--- src/rtl/protmode_pkg.sv ---
package protmode_pkg;

  localparam int REG_W   = 8;
  localparam int N_STEPS = 18;
  localparam int IDX_W   = $clog2(N_STEPS);
  localparam int N_SAVE  = 3;

  typedef enum logic [2:0] {
    OP_ATTR,
    OP_WR,
    OP_POLL,
    OP_SAVE,
    OP_RMW
  } op_t;

  typedef struct packed {
    op_t         kind;
    logic [15:0] code;
    logic [15:0] adata;
    logic [15:0] addr;
    logic [7:0]  wdata;
    logic [7:0]  mask;
    logic [1:0]  slot;
  } step_t;

  function automatic logic [15:0] rate_word(input logic [7:0] mult);
    return {8'h10, mult};
  endfunction

  function automatic logic [REG_W-1:0] rmw_merge(input logic [REG_W-1:0] old,
                                                 input logic [REG_W-1:0] mask,
                                                 input logic [REG_W-1:0] val);
    return (old & ~mask) | (val & mask);
  endfunction

  function automatic step_t mk(input op_t k, input logic [15:0] c, input logic [15:0] d,
                               input logic [15:0] a, input logic [7:0] w,
                               input logic [7:0] m, input logic [1:0] s);
    step_t t;
    t.kind  = k;
    t.code  = c;
    t.adata = d;
    t.addr  = a;
    t.wdata = w;
    t.mask  = m;
    t.slot  = s;
    return t;
  endfunction

  function automatic step_t step_at(input logic [IDX_W-1:0] i, input logic [7:0] mult);
    case (i)
      5'd0:    return mk(OP_ATTR, 16'h0001, 16'h0000, 16'h0, 8'h00, 8'h00, 2'd0);
      5'd1:    return mk(OP_WR,   16'h0,    16'h0,    16'h0200, 8'h00, 8'h00, 2'd0);
      5'd2:    return mk(OP_WR,   16'h0,    16'h0,    16'h0201, 8'h00, 8'h00, 2'd0);
      5'd3:    return mk(OP_WR,   16'h0,    16'h0,    16'h0202, 8'h00, 8'h00, 2'd0);
      5'd4:    return mk(OP_WR,   16'h0,    16'h0,    16'h0203, 8'h81, 8'h00, 2'd0);
      5'd5:    return mk(OP_POLL, 16'h0,    16'h0,    16'h0207, 8'h00, 8'h00, 2'd0);
      5'd6:    return mk(OP_ATTR, 16'h0014, 16'h0055, 16'h0, 8'h00, 8'h00, 2'd0);
      5'd7:    return mk(OP_ATTR, 16'h0005, rate_word(mult), 16'h0, 8'h00, 8'h00, 2'd0);
      5'd8:    return mk(OP_ATTR, 16'h0006, rate_word(mult), 16'h0, 8'h00, 8'h00, 2'd0);
      5'd9:    return mk(OP_ATTR, 16'h0002, 16'h0120, 16'h0, 8'h00, 8'h00, 2'd0);
      5'd10:   return mk(OP_ATTR, 16'h0008, 16'h0101, 16'h0, 8'h00, 8'h00, 2'd0);
      5'd11:   return mk(OP_SAVE, 16'h0,    16'h0,    16'h0005, 8'h00, 8'h00, 2'd0);
      5'd12:   return mk(OP_SAVE, 16'h0,    16'h0,    16'h0007, 8'h00, 8'h00, 2'd1);
      5'd13:   return mk(OP_SAVE, 16'h0,    16'h0,    16'h0038, 8'h00, 8'h00, 2'd2);
      5'd14:   return mk(OP_RMW,  16'h0,    16'h0,    16'h0038, 8'h01, 8'h03, 2'd0);
      5'd15:   return mk(OP_RMW,  16'h0,    16'h0,    16'h0007, 8'h00, 8'h82, 2'd0);
      5'd16:   return mk(OP_RMW,  16'h0,    16'h0,    16'h0005, 8'h08, 8'hFC, 2'd0);
      default: return mk(OP_ATTR, 16'h0001, 16'h0003, 16'h0, 8'h00, 8'h00, 2'd0);
    endcase
  endfunction

endpackage

--- src/rtl/protmode_step_table.sv ---
module protmode_step_table
  import protmode_pkg::*;
(
  input  logic [IDX_W-1:0] idx,
  input  logic [7:0]       mult,
  output step_t            step,
  output logic             is_last
);
  always_comb begin
    step    = step_at(idx, mult);
    is_last = (idx == IDX_W'(N_STEPS - 1));
  end
endmodule

--- src/rtl/protmode_poll_timer.sv ---
module protmode_poll_timer #(
  parameter int LIMIT = 1000
) (
  input  logic clk,
  input  logic rst_n,
  input  logic clear,
  input  logic run,
  output logic expired
);
  localparam int CW = $clog2(LIMIT + 1);

  logic [CW-1:0] cnt;

  assign expired = (cnt == CW'(LIMIT));

  always_ff @(posedge clk or negedge rst_n) begin
    if (!rst_n)                cnt <= '0;
    else if (clear)            cnt <= '0;
    else if (run && !expired)  cnt <= cnt + 1'b1;
  end

  // once expired, the timer stays expired until cleared
  a_r10_expiry_sticky: assert property (@(posedge clk) disable iff (!rst_n)
    expired && !clear |=> expired);
endmodule

--- src/rtl/protmode_save_bank.sv ---
module protmode_save_bank #(
  parameter int N = 3,
  parameter int W = 8
) (
  input  logic                 clk,
  input  logic                 rst_n,
  input  logic                 we,
  input  logic [$clog2(N)-1:0] slot,
  input  logic [W-1:0]         wdata,
  output logic [N-1:0][W-1:0]  saved
);
  localparam int SW = $clog2(N);

  for (genvar g = 0; g < N; g++) begin : g_slot
    logic [W-1:0] held;
    always_ff @(posedge clk or negedge rst_n) begin
      if (!rst_n)                        held <= '0;
      else if (we && slot == SW'(g))     held <= wdata;
    end
    assign saved[g] = held;
  end

  // captured values only change on a capture
  a_r5_saved_hold: assert property (@(posedge clk) disable iff (!rst_n)
    !we |=> $stable(saved));
endmodule

--- src/rtl/protmode_seq.sv ---
module protmode_seq
  import protmode_pkg::*;
#(
  parameter int ADDR_W     = 16,
  parameter int POLL_LIMIT = 1000
) (
  input  logic              clk,
  input  logic              rst_n,
  input  logic              start,
  input  logic [7:0]        ref_mult,
  output logic              busy,
  output logic              done,
  output logic              error,
  output logic              attr_req,
  output logic [15:0]       attr_code,
  output logic [15:0]       attr_data,
  input  logic              attr_done,
  output logic [ADDR_W-1:0] bus_addr,
  output logic              bus_write,
  output logic              bus_read,
  output logic [7:0]        bus_wdata,
  input  logic              bus_waitreq,
  input  logic [7:0]        bus_rdata,
  input  logic              bus_rdvalid,
  output logic [7:0]        saved_reg05,
  output logic [7:0]        saved_reg07,
  output logic [7:0]        saved_reg38
);
  typedef enum logic [2:0] {
    S_IDLE, S_ISSUE, S_ATTR, S_WR, S_RD, S_RDW, S_DONE, S_ERR
  } st_t;

  st_t              state, state_n;
  logic [IDX_W-1:0] idx, idx_n;
  logic [7:0]       rmw_q, rmw_n;
  step_t            step;
  logic             is_last;
  logic             tmr_expired;
  logic [N_SAVE-1:0][7:0] saved;

  // named internal events
  logic can_start, attr_fire, wr_fire, rd_fire, rd_back;
  logic poll_ok, poll_fail, save_we, tmr_clear, tmr_run;

  protmode_step_table u_table (
    .idx     (idx),
    .mult    (ref_mult),
    .step    (step),
    .is_last (is_last)
  );

  protmode_poll_timer #(.LIMIT(POLL_LIMIT)) u_timer (
    .clk     (clk),
    .rst_n   (rst_n),
    .clear   (tmr_clear),
    .run     (tmr_run),
    .expired (tmr_expired)
  );

  protmode_save_bank #(.N(N_SAVE), .W(8)) u_save (
    .clk   (clk),
    .rst_n (rst_n),
    .we    (save_we),
    .slot  (step.slot),
    .wdata (bus_rdata),
    .saved (saved)
  );

  assign can_start = (state == S_IDLE) || (state == S_DONE) || (state == S_ERR);
  assign attr_fire = (state == S_ATTR) && attr_done;
  assign wr_fire   = (state == S_WR) && !bus_waitreq;
  assign rd_fire   = (state == S_RD) && !bus_waitreq;
  assign rd_back   = (state == S_RDW) && bus_rdvalid;
  assign poll_ok   = rd_back && (step.kind == OP_POLL) && bus_rdata[0];
  assign poll_fail = rd_back && (step.kind == OP_POLL) && !bus_rdata[0];
  assign save_we   = rd_back && (step.kind == OP_SAVE);
  assign tmr_clear = (state == S_ISSUE);
  assign tmr_run   = ((state == S_RD) || (state == S_RDW)) && (step.kind == OP_POLL);

  always_comb begin
    state_n = state;
    idx_n   = idx;
    rmw_n   = rmw_q;
    case (state)
      S_IDLE, S_DONE, S_ERR: begin
        if (start) begin
          idx_n   = '0;
          state_n = S_ISSUE;
        end
      end
      S_ISSUE: begin
        case (step.kind)
          OP_ATTR: state_n = S_ATTR;
          OP_WR:   state_n = S_WR;
          default: state_n = S_RD;
        endcase
      end
      S_ATTR, S_WR: begin
        if (attr_fire || wr_fire) begin
          if (is_last) state_n = S_DONE;
          else begin
            idx_n   = idx + 1'b1;
            state_n = S_ISSUE;
          end
        end
      end
      S_RD: if (rd_fire) state_n = S_RDW;
      S_RDW: begin
        if (rd_back) begin
          if (step.kind == OP_RMW) begin
            rmw_n   = rmw_merge(bus_rdata, step.mask, step.wdata);
            state_n = S_WR;
          end else if (save_we || poll_ok) begin
            idx_n   = idx + 1'b1;
            state_n = S_ISSUE;
          end else if (tmr_expired) begin
            state_n = S_ERR;
          end else begin
            state_n = S_RD;
          end
        end
      end
      default: state_n = S_IDLE;
    endcase
  end

  always_ff @(posedge clk or negedge rst_n) begin
    if (!rst_n) begin
      state <= S_IDLE;
      idx   <= '0;
      rmw_q <= '0;
    end else begin
      state <= state_n;
      idx   <= idx_n;
      rmw_q <= rmw_n;
    end
  end

  assign busy        = !can_start;
  assign done        = (state == S_DONE);
  assign error       = (state == S_ERR);
  assign attr_req    = (state == S_ATTR);
  assign attr_code   = step.code;
  assign attr_data   = step.adata;
  assign bus_write   = (state == S_WR);
  assign bus_read    = (state == S_RD);
  assign bus_addr    = step.addr[ADDR_W-1:0];
  assign bus_wdata   = (step.kind == OP_RMW) ? rmw_q : step.wdata;
  assign saved_reg05 = saved[0];
  assign saved_reg07 = saved[1];
  assign saved_reg38 = saved[2];

  // a single operation at a time on the two master ports
  a_r9_one_cmd: assert property (@(posedge clk) disable iff (!rst_n)
    $onehot0({attr_req, bus_write, bus_read}));

  // stalled write holds address and data
  a_r9_wr_hold: assert property (@(posedge clk) disable iff (!rst_n)
    bus_write && bus_waitreq |=> bus_write && $stable(bus_addr) && $stable(bus_wdata));

  // stalled read holds its address
  a_r9_rd_hold: assert property (@(posedge clk) disable iff (!rst_n)
    bus_read && bus_waitreq |=> bus_read && $stable(bus_addr));

  // attribute request held until accepted
  a_r9_attr_hold: assert property (@(posedge clk) disable iff (!rst_n)
    attr_req && !attr_done |=> attr_req && $stable(attr_code) && $stable(attr_data));

  // a failed poll after expiry stops the block in error
  a_r10_timeout_err: assert property (@(posedge clk) disable iff (!rst_n)
    poll_fail && tmr_expired |=> error && !busy);

  // done holds until a new start
  a_r11_done_hold: assert property (@(posedge clk) disable iff (!rst_n)
    done && !start |=> done);

  // busy excludes both terminal flags
  a_r1_busy_excl: assert property (@(posedge clk) disable iff (!rst_n)
    !(busy && (done || error)));
endmodule

--- config.mk ---
export PLATFORM = sky130hd
export DESIGN_NAME = protmode_seq
export DESIGN_NICKNAME = d
export VERILOG_FILES = /design/src/rtl/protmode_pkg.sv /design/src/rtl/protmode_step_table.sv /design/src/rtl/protmode_poll_timer.sv /design/src/rtl/protmode_save_bank.sv /design/src/rtl/protmode_seq.sv
export SDC_FILE = /design/constraint.sdc
export NUM_CORES = 1
export LEC_CHECK = 0
export BUFFER_PORTS_ARGS = -buffer_cell sky130_fd_sc_hd__buf_2
export CAP_MARGIN = 30
export CORE_MARGIN = 1.5
export CORE_UTILIZATION = 58
export CTS_BUF_LIST = sky130_fd_sc_hd__clkbuf_8
export DETAILED_ROUTE_END_ITERATION = 6
export GPL_TIMING_DRIVEN = 0
export PLACE_DENSITY = 0.88
export SETUP_SLACK_MARGIN = 0.5
export SKIP_CTS_REPAIR_TIMING = 1
export SLEW_MARGIN = 20
export SYNTH_ARGS = -nofsm -noshare
export SYNTH_HDL_FRONTEND = slang
export SYNTH_HIERARCHICAL = 1
export SYNTH_SLANG_ARGS = --single-unit
--- constraint.sdc ---
create_clock -name clk -period 7.4 [get_ports clk]
set_input_delay 0 -clock clk [delete_from_list [all_inputs] [get_ports clk]]
set_output_delay 0 -clock clk [all_outputs]
set_load 0.02 [all_outputs]
==> flow_summary.toml, run 1 <==
[run_status]
status = "complete, no violations"

[sta]
period_minus_slack_ns = 3.23
tightest_slew_ns = 0.821
setup_viol = 0
skew_ns = 0.0131
slew_headroom_pct = 43.8
worst_slack_ns = 4.17
drv_slew = 0
max_freq_ghz = 0.309
hold_violations = 0
rsz0062_at_grt = "no"
fin_setup_tns_ns = 0
period_share_pct = 43.7

[synth]
synth.largest_area_cell = "dfrtp_1"
syn_avg_cell_area_um2 = 9.51
synthDominantCellAreaShare_pct = 34.8
synth_common_cells = "dfrtp_1 (50), buf_4 (39), mux2_2 (33)"
synth_edf_count = 0
yosysMostFrequentCell = "dfrtp_1"
synth_cells = 378
synth_seq_cells = 50
seq_area_frac_synth_pct = 34.8
async_flop_share_pct = 100
synthFlopType = "dfrtp_1"
ys_top_cells_by_area = "dfrtp_1 (35%), mux2_2 (10%), buf_4 (8.1%)"
ys_types = 76
syn_area_um2 = 3590
yosysWarnings = 6

[power]
p_leak_uw = 0.00231
p_comb_share_pct = 42.4
switching_share_pct = 38.5
pwr-share-seq_pct = 36.4
clkPwrFrac_pct = 21.1
peakVddDrop_v = 0.000152
p_int_uw = 502
switchingPower_uw = 315
powerDensity_nw_per_um2 = 187
finalPower_uw = 816

[global_routing]
grt_pass1_vias = 2886
grt_use_total_pct = 25.8
grt_pass1_wl_mm = 13.5
antenna_found_initial = 0
grt-ovfl-total = 0
grt_start_max_net_pins = 30

[drt]
vias = 3259
viasPerCell = 5.64
ant_nets = 0
drc = 0
drt_wl_total_mm = 8.78
routedWlPerCell_um = 15.2
drt_iter0_markers = 338
detailedRoute.firstPassIterationCount = 5

[floorplan]
ios = 108
start_util_pct = 60.3
fp.dieW_um = 81.7
die_h_um = 81.7
core_um2 = 5960
die_area_um2 = 6680
num_rows = 28

[cts]
htreeDepth = 2
clock_latency_ns = 0.31
numCtsBuffers = 5
cts_sinks = 50
cts_root_buffer = "clkbuf_8"
cts_tree = "done"
clock_path_buffers = 2
cts.reportedPaths.clkPinSlew_ns = 0.10

[final_layout]
area_growth_pct = 21.8
drive_gt1_share_pct = 40.2
fin_nets = 527
design_area_um2 = 4380
diodes = 0
nFillCells = 414

[worst_hold_path]
worstHoldStart = "bus_rdata[7]"
whs_endpoint = "u_save/g_slot[1].held[7]$_DFFE_PN0P_"
whs_path_depth = 2
hp-class = "in2reg"

[critical_path]
worst_r2r_endpoint = "u_save/g_slot[0].held[7]$_DFFE_PN0P_"
critPathMaxFanout = 10
crit_path_end_kind = "flop"
ff2ff_path_depth = 8
critPathKind = "reg2reg"
r2r-start = "idx[2]$_DFFE_PN0P_"
crit_arrival_ns = 3.42
cp.required_ns = 7.59
cp-start-kind = "flop"
critPathLaunch = "idx[2]$_DFFE_PN0P_"
r2r_slack_ns = 4.17

[flow_run]
drv_cap = 0

[placement]
port_buffers = 81
place_area_um2 = 4240
hpwlAfterDp_mm = 6.56
place_ws_ns = 4.26
place_congestion = 0.973
[final cells by class]
class	instances	area [µm²]	share of cell area (%)
timing repair buffer	87	477	10.9
buffer	60	413	9.44
tap	75	93.8	2.14
sequential	50	1250	28.6
clock buffer	6	82.6	1.89
clock inverter	2	16.3	0.372
inverter	9	33.8	0.772
multi-input combinational	289	2010	45.9
[metrics by stage]
stage,std cells,hold WS [ns],utilization (%)
final,578,0.00324,73.5
after floorplan,408,-0.296,-
after global placement,564,0.254,70.6
after global routing,578,0.00345,73.5
after CTS,574,-0.250,72.8
after detailed placement,566,0.0996,71.1
[worst max-delay path: stages, from the launching register on]
cell       delay, ns
dfrtp_1         0.45
buf_2           0.25
nand2b_1        0.27
nor2_1          0.07
a2111oi_0       0.72
buf_1           0.21
and4_1          0.28
nor3b_4         0.47
mux2_2          0.39
[placed cells by master, fill, tap and decap left out, types with 5 or more instances in the layout]
cell,count
nor2_1,29
nand3_1,6
o31ai_1,5
nand2b_1,7
inv_1,8
or4_1,5
nand4_1,5
buf_4,39
nor3_1,11
o21ai_0,11
buf_2,95
clkbuf_8,6
a21oi_1,23
mux2i_1,10
mux2_2,33
conb_1,31
nand2_1,24
dfrtp_1,50
[state kept, by name, summed over array words and instances, names as in the netlist]
register,count
idx,5
rmw_q,8
state,3
u_save/g_slot.held,24
u_timer/cnt,10
[kinds of logic (layout without fill, tap and decap cells)]
family | count (synthesis) | count (layout) | synth area share (%)
other | 1 | 31 | 0.104
buffers and inverters | 69 | 164 | 12.4
XOR/XNOR | 5 | 5 | 1.22
adder cells (fa/ha/maj) | 3 | 3 | 1.04
flip-flops | 50 | 50 | 34.8
AND/OR/NAND/NOR | 134 | 134 | 23.0
AO/OA/AOI/OAI | 70 | 70 | 13.0
multiplexers | 46 | 46 | 14.4
[layer usage]
metal	share of wire, %	vias to the layer above	track usage, %
met2	50	158	44.4
met5	0	-	0
met3	7.4	16	3.33
met4	1.5	0	8.31
met1	41	1538	33.7
li1	-	1547	-
[worst max path at each step]
| stage | to | slack [ns] | depth (start not counted) |
|---|---|---|---|
| 2_1_floorplan | u_save/g_slot[0].held[0]$_DFFE_PN0P_ | 4.69 | 7 |
| 3_3_place_gp | u_save/g_slot[0].held[4]$_DFFE_PN0P_ | 4.12 | 7 |
| 3_5_place_dp | u_save/g_slot[0].held[5]$_DFFE_PN0P_ | 4.26 | 8 |
| 4_1_cts | u_save/g_slot[0].held[5]$_DFFE_PN0P_ | 4.26 | 8 |
| 5_1_grt | u_save/g_slot[0].held[2]$_DFFE_PN0P_ | 3.88 | 8 |
| 6_report | u_save/g_slot[0].held[7]$_DFFE_PN0P_ | 4.17 | 8 |
[power by group through the flow]
stage               Sequential [µW]  Clock (µW)  Combinational, µW
global placement                302           0                327
detailed placement              303           0                340
floorplan                       299           0                260
finish                          298         173                346
CTS                             297         176                341
global route                    300         185                380
Power figures use the tool's default switching activity.
==> run 2: changes to the inputs <==
--- a/config.mk
+++ b/config.mk
@@ -8,11 +8,11 @@
 export BUFFER_PORTS_ARGS = -buffer_cell sky130_fd_sc_hd__buf_2
 export CAP_MARGIN = 30
 export CORE_MARGIN = 1.5
-export CORE_UTILIZATION = 58
+export CORE_UTILIZATION = 49
 export CTS_BUF_LIST = sky130_fd_sc_hd__clkbuf_8
 export DETAILED_ROUTE_END_ITERATION = 6
 export GPL_TIMING_DRIVEN = 0
-export PLACE_DENSITY = 0.88
+export PLACE_DENSITY = 0.8
 export SETUP_SLACK_MARGIN = 0.5
 export SKIP_CTS_REPAIR_TIMING = 1
 export SLEW_MARGIN = 20
==> constraint.sdc (replaced) <==
create_clock -name clk -period 2.87 [get_ports clk]
set_input_delay 0 -clock clk [delete_from_list [all_inputs] [get_ports clk]]
set_output_delay 0 -clock clk [all_outputs]
set_load 0.02 [all_outputs]
==> flow_summary.toml, run 2 (synthesized netlist as in run 1, its figures left out) <==
[run_status]
status = "complete, no violations"

[drt]
drt_wl_total_mm = 9.77
drc = 0
vias = 3398
drt_iter0_markers = 241
ant_nets = 0
routedWlPerCell_um = 15.4
detailedRoute.firstPassIterationCount = 4
viasPerCell = 5.35

[global_routing]
grt-ovfl-total = 0
grt_use_total_pct = 20.7
grt_pass1_vias = 2842
grt_pass1_wl_mm = 12.9
grt_start_max_net_pins = 30
antenna_found_initial = 0

[power]
peakVddDrop_v = 0.000275
p_leak_uw = 0.00257
powerDensity_nw_per_um2 = 460
finalPower_uw = 2300

[final_layout]
layout_commonest_cell = "buf_2"
multiInputGateArea_um2 = 2220
diodes = 0
nFillCells = 498
drive_gt1_share_pct = 49.3
final_core_util_pct = 69.7
area_growth_pct = 39.2
fin_nets = 560
reg_top3 = "u_save/g_slot.held x24, u_timer/cnt x10, rmw_q x8"
largest_reg_flops = 24
layout_common_cells = "buf_2 (84), buf_4 (65), dfrtp_1 (47), conb_1 (31), nor2_1 (29)"
design_area_um2 = 5000
seq_area_um2 = 1250
largest-register = "u_save/g_slot.held"

[cts]
clock_latency_ns = 0.31
numCtsBuffers = 5
clock_path_buffers = 2
cts_root_buffer = "clkbuf_8"
cts.reportedPaths.clkPinSlew_ns = 0.09
htreeDepth = 2
cts_tree = "done"
cts_sinks = 50

[placement]
place_congestion = 0.939
hpwlAfterDp_mm = 6.25
port_buffers = 81
place_ws_ns = 0.0468
place_area_um2 = 4330

[worst_hold_path]
worstHoldStart = "bus_rdata[7]"
hp-class = "in2reg"

[floorplan]
start_util_pct = 50.1
fp.dieW_um = 88.6
ios = 108
die_h_um = 88.6
die_area_um2 = 7860
num_rows = 31
core_um2 = 7180

[critical_path]
crit_path_top_delay_cell = "a2111oi_4"
critPathKind = "reg2reg"
r2r-start = "idx[2]$_DFFE_PN0P_"
slowest_delay_ns = 0.57
crit_path_end_kind = "flop"
worstPathCellList = "buf_6 > nand2b_4 > nor2_1 > a2111oi_4 > and4_4 > nor3b_4 > buf_12 > mux2_4"
cp-start-kind = "flop"
critPathMaxFanout = 8
crit_arrival_ns = 2.76
cp.required_ns = 3.07
critPathLaunch = "idx[2]$_DFFE_PN0P_"

[sta]
tightest_slew_ns = 0.745
hold_violations = 0
drv_slew = 0
max_freq_ghz = 0.390
period_share_pct = 89.4
skew_ns = 0.0118
setup_viol = 0
period_minus_slack_ns = 2.57
slew_headroom_pct = 50.0
worst_slack_ns = 0.304
rsz0062_at_grt = "yes"

[flow_run]
drv_cap = 0
run 2: final timing paths:
path                       cells past startpoint                                    to  slack [ns]
max in group asynchronous                      3            u_timer/cnt[1]$_DFFE_PN0P_        2.13
min in group asynchronous                      2  u_save/g_slot[2].held[5]$_DFFE_PN0P_        0.19
hold reg to reg                                1  u_save/g_slot[2].held[1]$_DFFE_PN0P_        0.51
setup / recovery                               8  u_save/g_slot[0].held[3]$_DFFE_PN0P_        0.30
setup reg to reg                               8  u_save/g_slot[0].held[3]$_DFFE_PN0P_        0.30
hold / removal                                 2  u_save/g_slot[0].held[7]$_DFFE_PN0P_        0.01
run 2: metal layers:
metal  vias to the layer above  share of wire, %  global-route usage [%]
met3                        26               6.4                    3.17
met4                         0               2.1                    6.11
met2                       145                51                    36.0
met5                         -                 0                       0
met1                      1608                41                    26.8
li1                       1619                 -                       -
run 2: per-stage QoR:
| stage | hold slack (ns) | setup TNS, ns | cells |
|---|---|---|---|
| after floorplan | -0.296 | 0 | 408 |
| after global placement | 0.261 | 0 | 588 |
| after detailed placement | 0.00517 | 0 | 589 |
| after CTS | -0.335 | -0.196 | 597 |
| after global routing | 0.00104 | 0 | 635 |
| final | 0.0135 | 0 | 635 |
run 2: worst max-delay path: cells and delay by family (launching register included):
family | cells | cell delay, ns
buffers and inverters | 2 | 0.32
AO/OA/AOI/OAI | 1 | 0.57
multiplexers | 1 | 0.30
flip-flops | 1 | 0.43
AND/OR/NAND/NOR | 4 | 0.82
run 2: where the power goes:
| group | total, µW | leakage, µW | switching [µW] | internal (µW) |
|---|---|---|---|---|
| clock | 443 | 0.0000514 | 244 | 199 |
| sequential | 767 | 0.000688 | 35.6 | 731 |
| combinational | 1090 | 0.00183 | 611 | 480 |
| total | 2300 | 0.00257 | 891 | 1410 |
run 2: layout make-up:
type	instances	share of cell area [%]
inverters	9	0.676
multi-input cells	289	44.4
flip-flops and latches	50	25.1
clock inverters	2	0.350
repair buffers	120	15.7
clock buffers	6	1.65
plain buffers	60	9.68
well taps	99	2.48
==> run 3: changes to the inputs <==
--- a/config.mk
+++ b/config.mk
@@ -7,12 +7,14 @@
 export LEC_CHECK = 0
 export BUFFER_PORTS_ARGS = -buffer_cell sky130_fd_sc_hd__buf_2
 export CAP_MARGIN = 30
+export CELL_PAD_IN_SITES_DETAIL_PLACEMENT = 1
+export CELL_PAD_IN_SITES_GLOBAL_PLACEMENT = 2
 export CORE_MARGIN = 1.5
-export CORE_UTILIZATION = 49
+export CORE_UTILIZATION = 29
 export CTS_BUF_LIST = sky130_fd_sc_hd__clkbuf_8
 export DETAILED_ROUTE_END_ITERATION = 6
 export GPL_TIMING_DRIVEN = 0
-export PLACE_DENSITY = 0.8
+export PLACE_DENSITY_LB_ADDON = 0.1
 export SETUP_SLACK_MARGIN = 0.5
 export SKIP_CTS_REPAIR_TIMING = 1
 export SLEW_MARGIN = 20
==> flow_summary.toml, run 3 (synthesized netlist as in run 1, its figures left out) <==
[sta]
hold_violations = 0
rsz0062_at_grt = "yes"
tightest_slew_ns = 0.751
max_freq_ghz = 0.398
period_minus_slack_ns = 2.51
skew_ns = 0.00804
period_share_pct = 87.6
setup_viol = 0
drv_slew = 0
slew_headroom_pct = 49.5
worst_slack_ns = 0.356
hold_slack_ns = 0.0000900

[placement]
place_area_um2 = 4390
hpwlAfterDp_mm = 7.75
port_buffers = 81
place_congestion = 0.773
place_ws_ns = -0.165
dp.cells = 657

[drt]
detailedRoute.firstPassIterationCount = 4
viasPerCell = 4.70
drc = 0
vias = 3318
ant_nets = 0
drt_iter0_markers = 90
drt_wl_total_mm = 10.7
routedWlPerCell_um = 15.1

[floorplan]
core_um2 = 12100
ios = 108
num_rows = 40
die_h_um = 114
die_area_um2 = 13100
start_util_pct = 29.8
fp.dieW_um = 114

[critical_path]
worstPathCellList = "buf_6 > buf_6 > and4b_2 > a21o_1 > and2b_2 > and4_4 > nor3b_4 > buf_12 > mux2_4"
critPathBufInv = 3
cp.required_ns = 3.07
crit_arrival_ns = 2.71
path_common_cell = "buf_6"
cp-start-kind = "flop"
cp_top_family = "simple AND/OR/NAND/NOR gates"
crit_path_end_kind = "flop"
r2r_slack_ns = 0.36
crit_path_top_delay_cell = "dfrtp_2"
critPathKind = "reg2reg"
critPathMaxFanout = 10
slowest_delay_ns = 0.45

[final_layout]
nFillCells = 1421
drive_gt1_share_pct = 49.4
design_area_um2 = 5050
layout_commonest_cell = "buf_2"
largest_reg_flops = 24
stdcell_count = 706
area_growth_pct = 40.6
reg_top3 = "u_save/g_slot.held x24, u_timer/cnt x10, rmw_q x8"
layout_common_cells = "buf_2 (85), buf_4 (77), dfrtp_1 (46), conb_1 (31), nor2_1 (29)"
largest-register = "u_save/g_slot.held"
diodes = 0
fin_nets = 562
final_core_util_pct = 41.9

[global_routing]
grt_start_max_net_pins = 51
grt_use_total_pct = 16.0
antenna_found_initial = 0
grt_pass1_wl_mm = 16.6
grt_pass1_vias = 3170
grt-ovfl-total = 0

[power]
switchingPower_uw = 920
p_int_uw = 1430
pwr-share-seq_pct = 32.7
p_leak_uw = 0.00265
p_comb_share_pct = 47.7
peakVddDrop_v = 0.000201
switching_share_pct = 39.1
clkPwrFrac_pct = 19.6
powerDensity_nw_per_um2 = 465

[cts]
cts_tree = "done"
htreeDepth = 2
cts.reportedPaths.clkPinSlew_ns = 0.10
clock_latency_ns = 0.31
cts_root_buffer = "clkbuf_8"
clock_path_buffers = 2
cts_sinks = 50
numCtsBuffers = 5

[worst_hold_path]
hp-class = "in2reg"

[flow_run]
drv_cap = 0

[run_status]
status = "complete, no violations"
## run 3: cell types whose count changed in the layout (fill, tap and decap cells not counted), moves of 2 or more
cell	before	now
mux2_2	25	23
nand3b_4	0	2
buf_4	65	77
mux2_4	11	13
nand3b_2	2	0
a41oi_1	0	2
a41oi_2	2	0
buf_6	14	6
dlygate4sd3_1	7	5
## run 3: worst paths after layout
check                                                        to  cells after the start                            startpoint
max                        u_save/g_slot[0].held[2]$_DFFE_PN0P_                      9                    idx[2]$_DFFE_PN0P_
min                        u_save/g_slot[0].held[1]$_DFFE_PN0P_                      2                          bus_rdata[1]
max reg2reg                u_save/g_slot[0].held[2]$_DFFE_PN0P_                      9                    idx[2]$_DFFE_PN0P_
min reg2reg                u_save/g_slot[2].held[1]$_DFFE_PN0P_                      1  u_save/g_slot[2].held[1]$_DFFE_PN0P_
max in group asynchronous                    idx[0]$_DFFE_PN0P_                      2                                 rst_n
min in group asynchronous  u_save/g_slot[1].held[4]$_DFFE_PN0P_                      2                                 rst_n
## run 3: worst register-to-register path: cells and delay by family, from the launching register on
| family | cells | cell delay, ns |
|---|---|---|
| flops | 1 | 0.45 |
| buf+inv | 3 | 0.49 |
| compound gates | 1 | 0.20 |
| simple gates | 4 | 0.95 |
| mux | 1 | 0.31 |
## run 3: metal layers
metal	vias to the layer above	GRT usage (%)	part of all wire [%]
li1	1609	-	-
met1	1638	21.2	45
met2	66	27.7	50
met4	0	3.75	0.84
met3	5	2.49	4.0
met5	-	0	0
## run 3: power groups by stage
| stage | clock network [µW] | logic [µW] | registers [µW] |
|---|---|---|---|
| floorplan | 0 | 695 | 770 |
| global route | 508 | 1220 | 774 |
| global placement | 0 | 924 | 783 |
| detailed placement | 0 | 929 | 785 |
| CTS | 485 | 935 | 771 |
| finish | 462 | 1120 | 769 |
## run 3: area by class of cell
| class | instances | area [µm²] | area share [%] |
|---|---|---|---|
| plain buffers | 60 | 484 | 9.58 |
| clock buffers | 6 | 82.6 | 1.63 |
| clock inverters | 2 | 17.5 | 0.347 |
| inverters | 9 | 33.8 | 0.668 |
| multi-input cells | 289 | 2210 | 43.7 |
| flip-flops and latches | 50 | 1260 | 24.9 |
| well taps | 168 | 210 | 4.16 |
| repair buffers | 122 | 758 | 15.0 |
## run 3: through the flow
step | total power, µW | setup TNS [ns]
2_1_floorplan | 1470 | 0
3_3_place_gp | 1710 | -0.329
3_5_place_dp | 1710 | -1.23
4_1_cts | 2190 | -2.15
5_1_grt | 2500 | 0
6_report | 2350 | 0
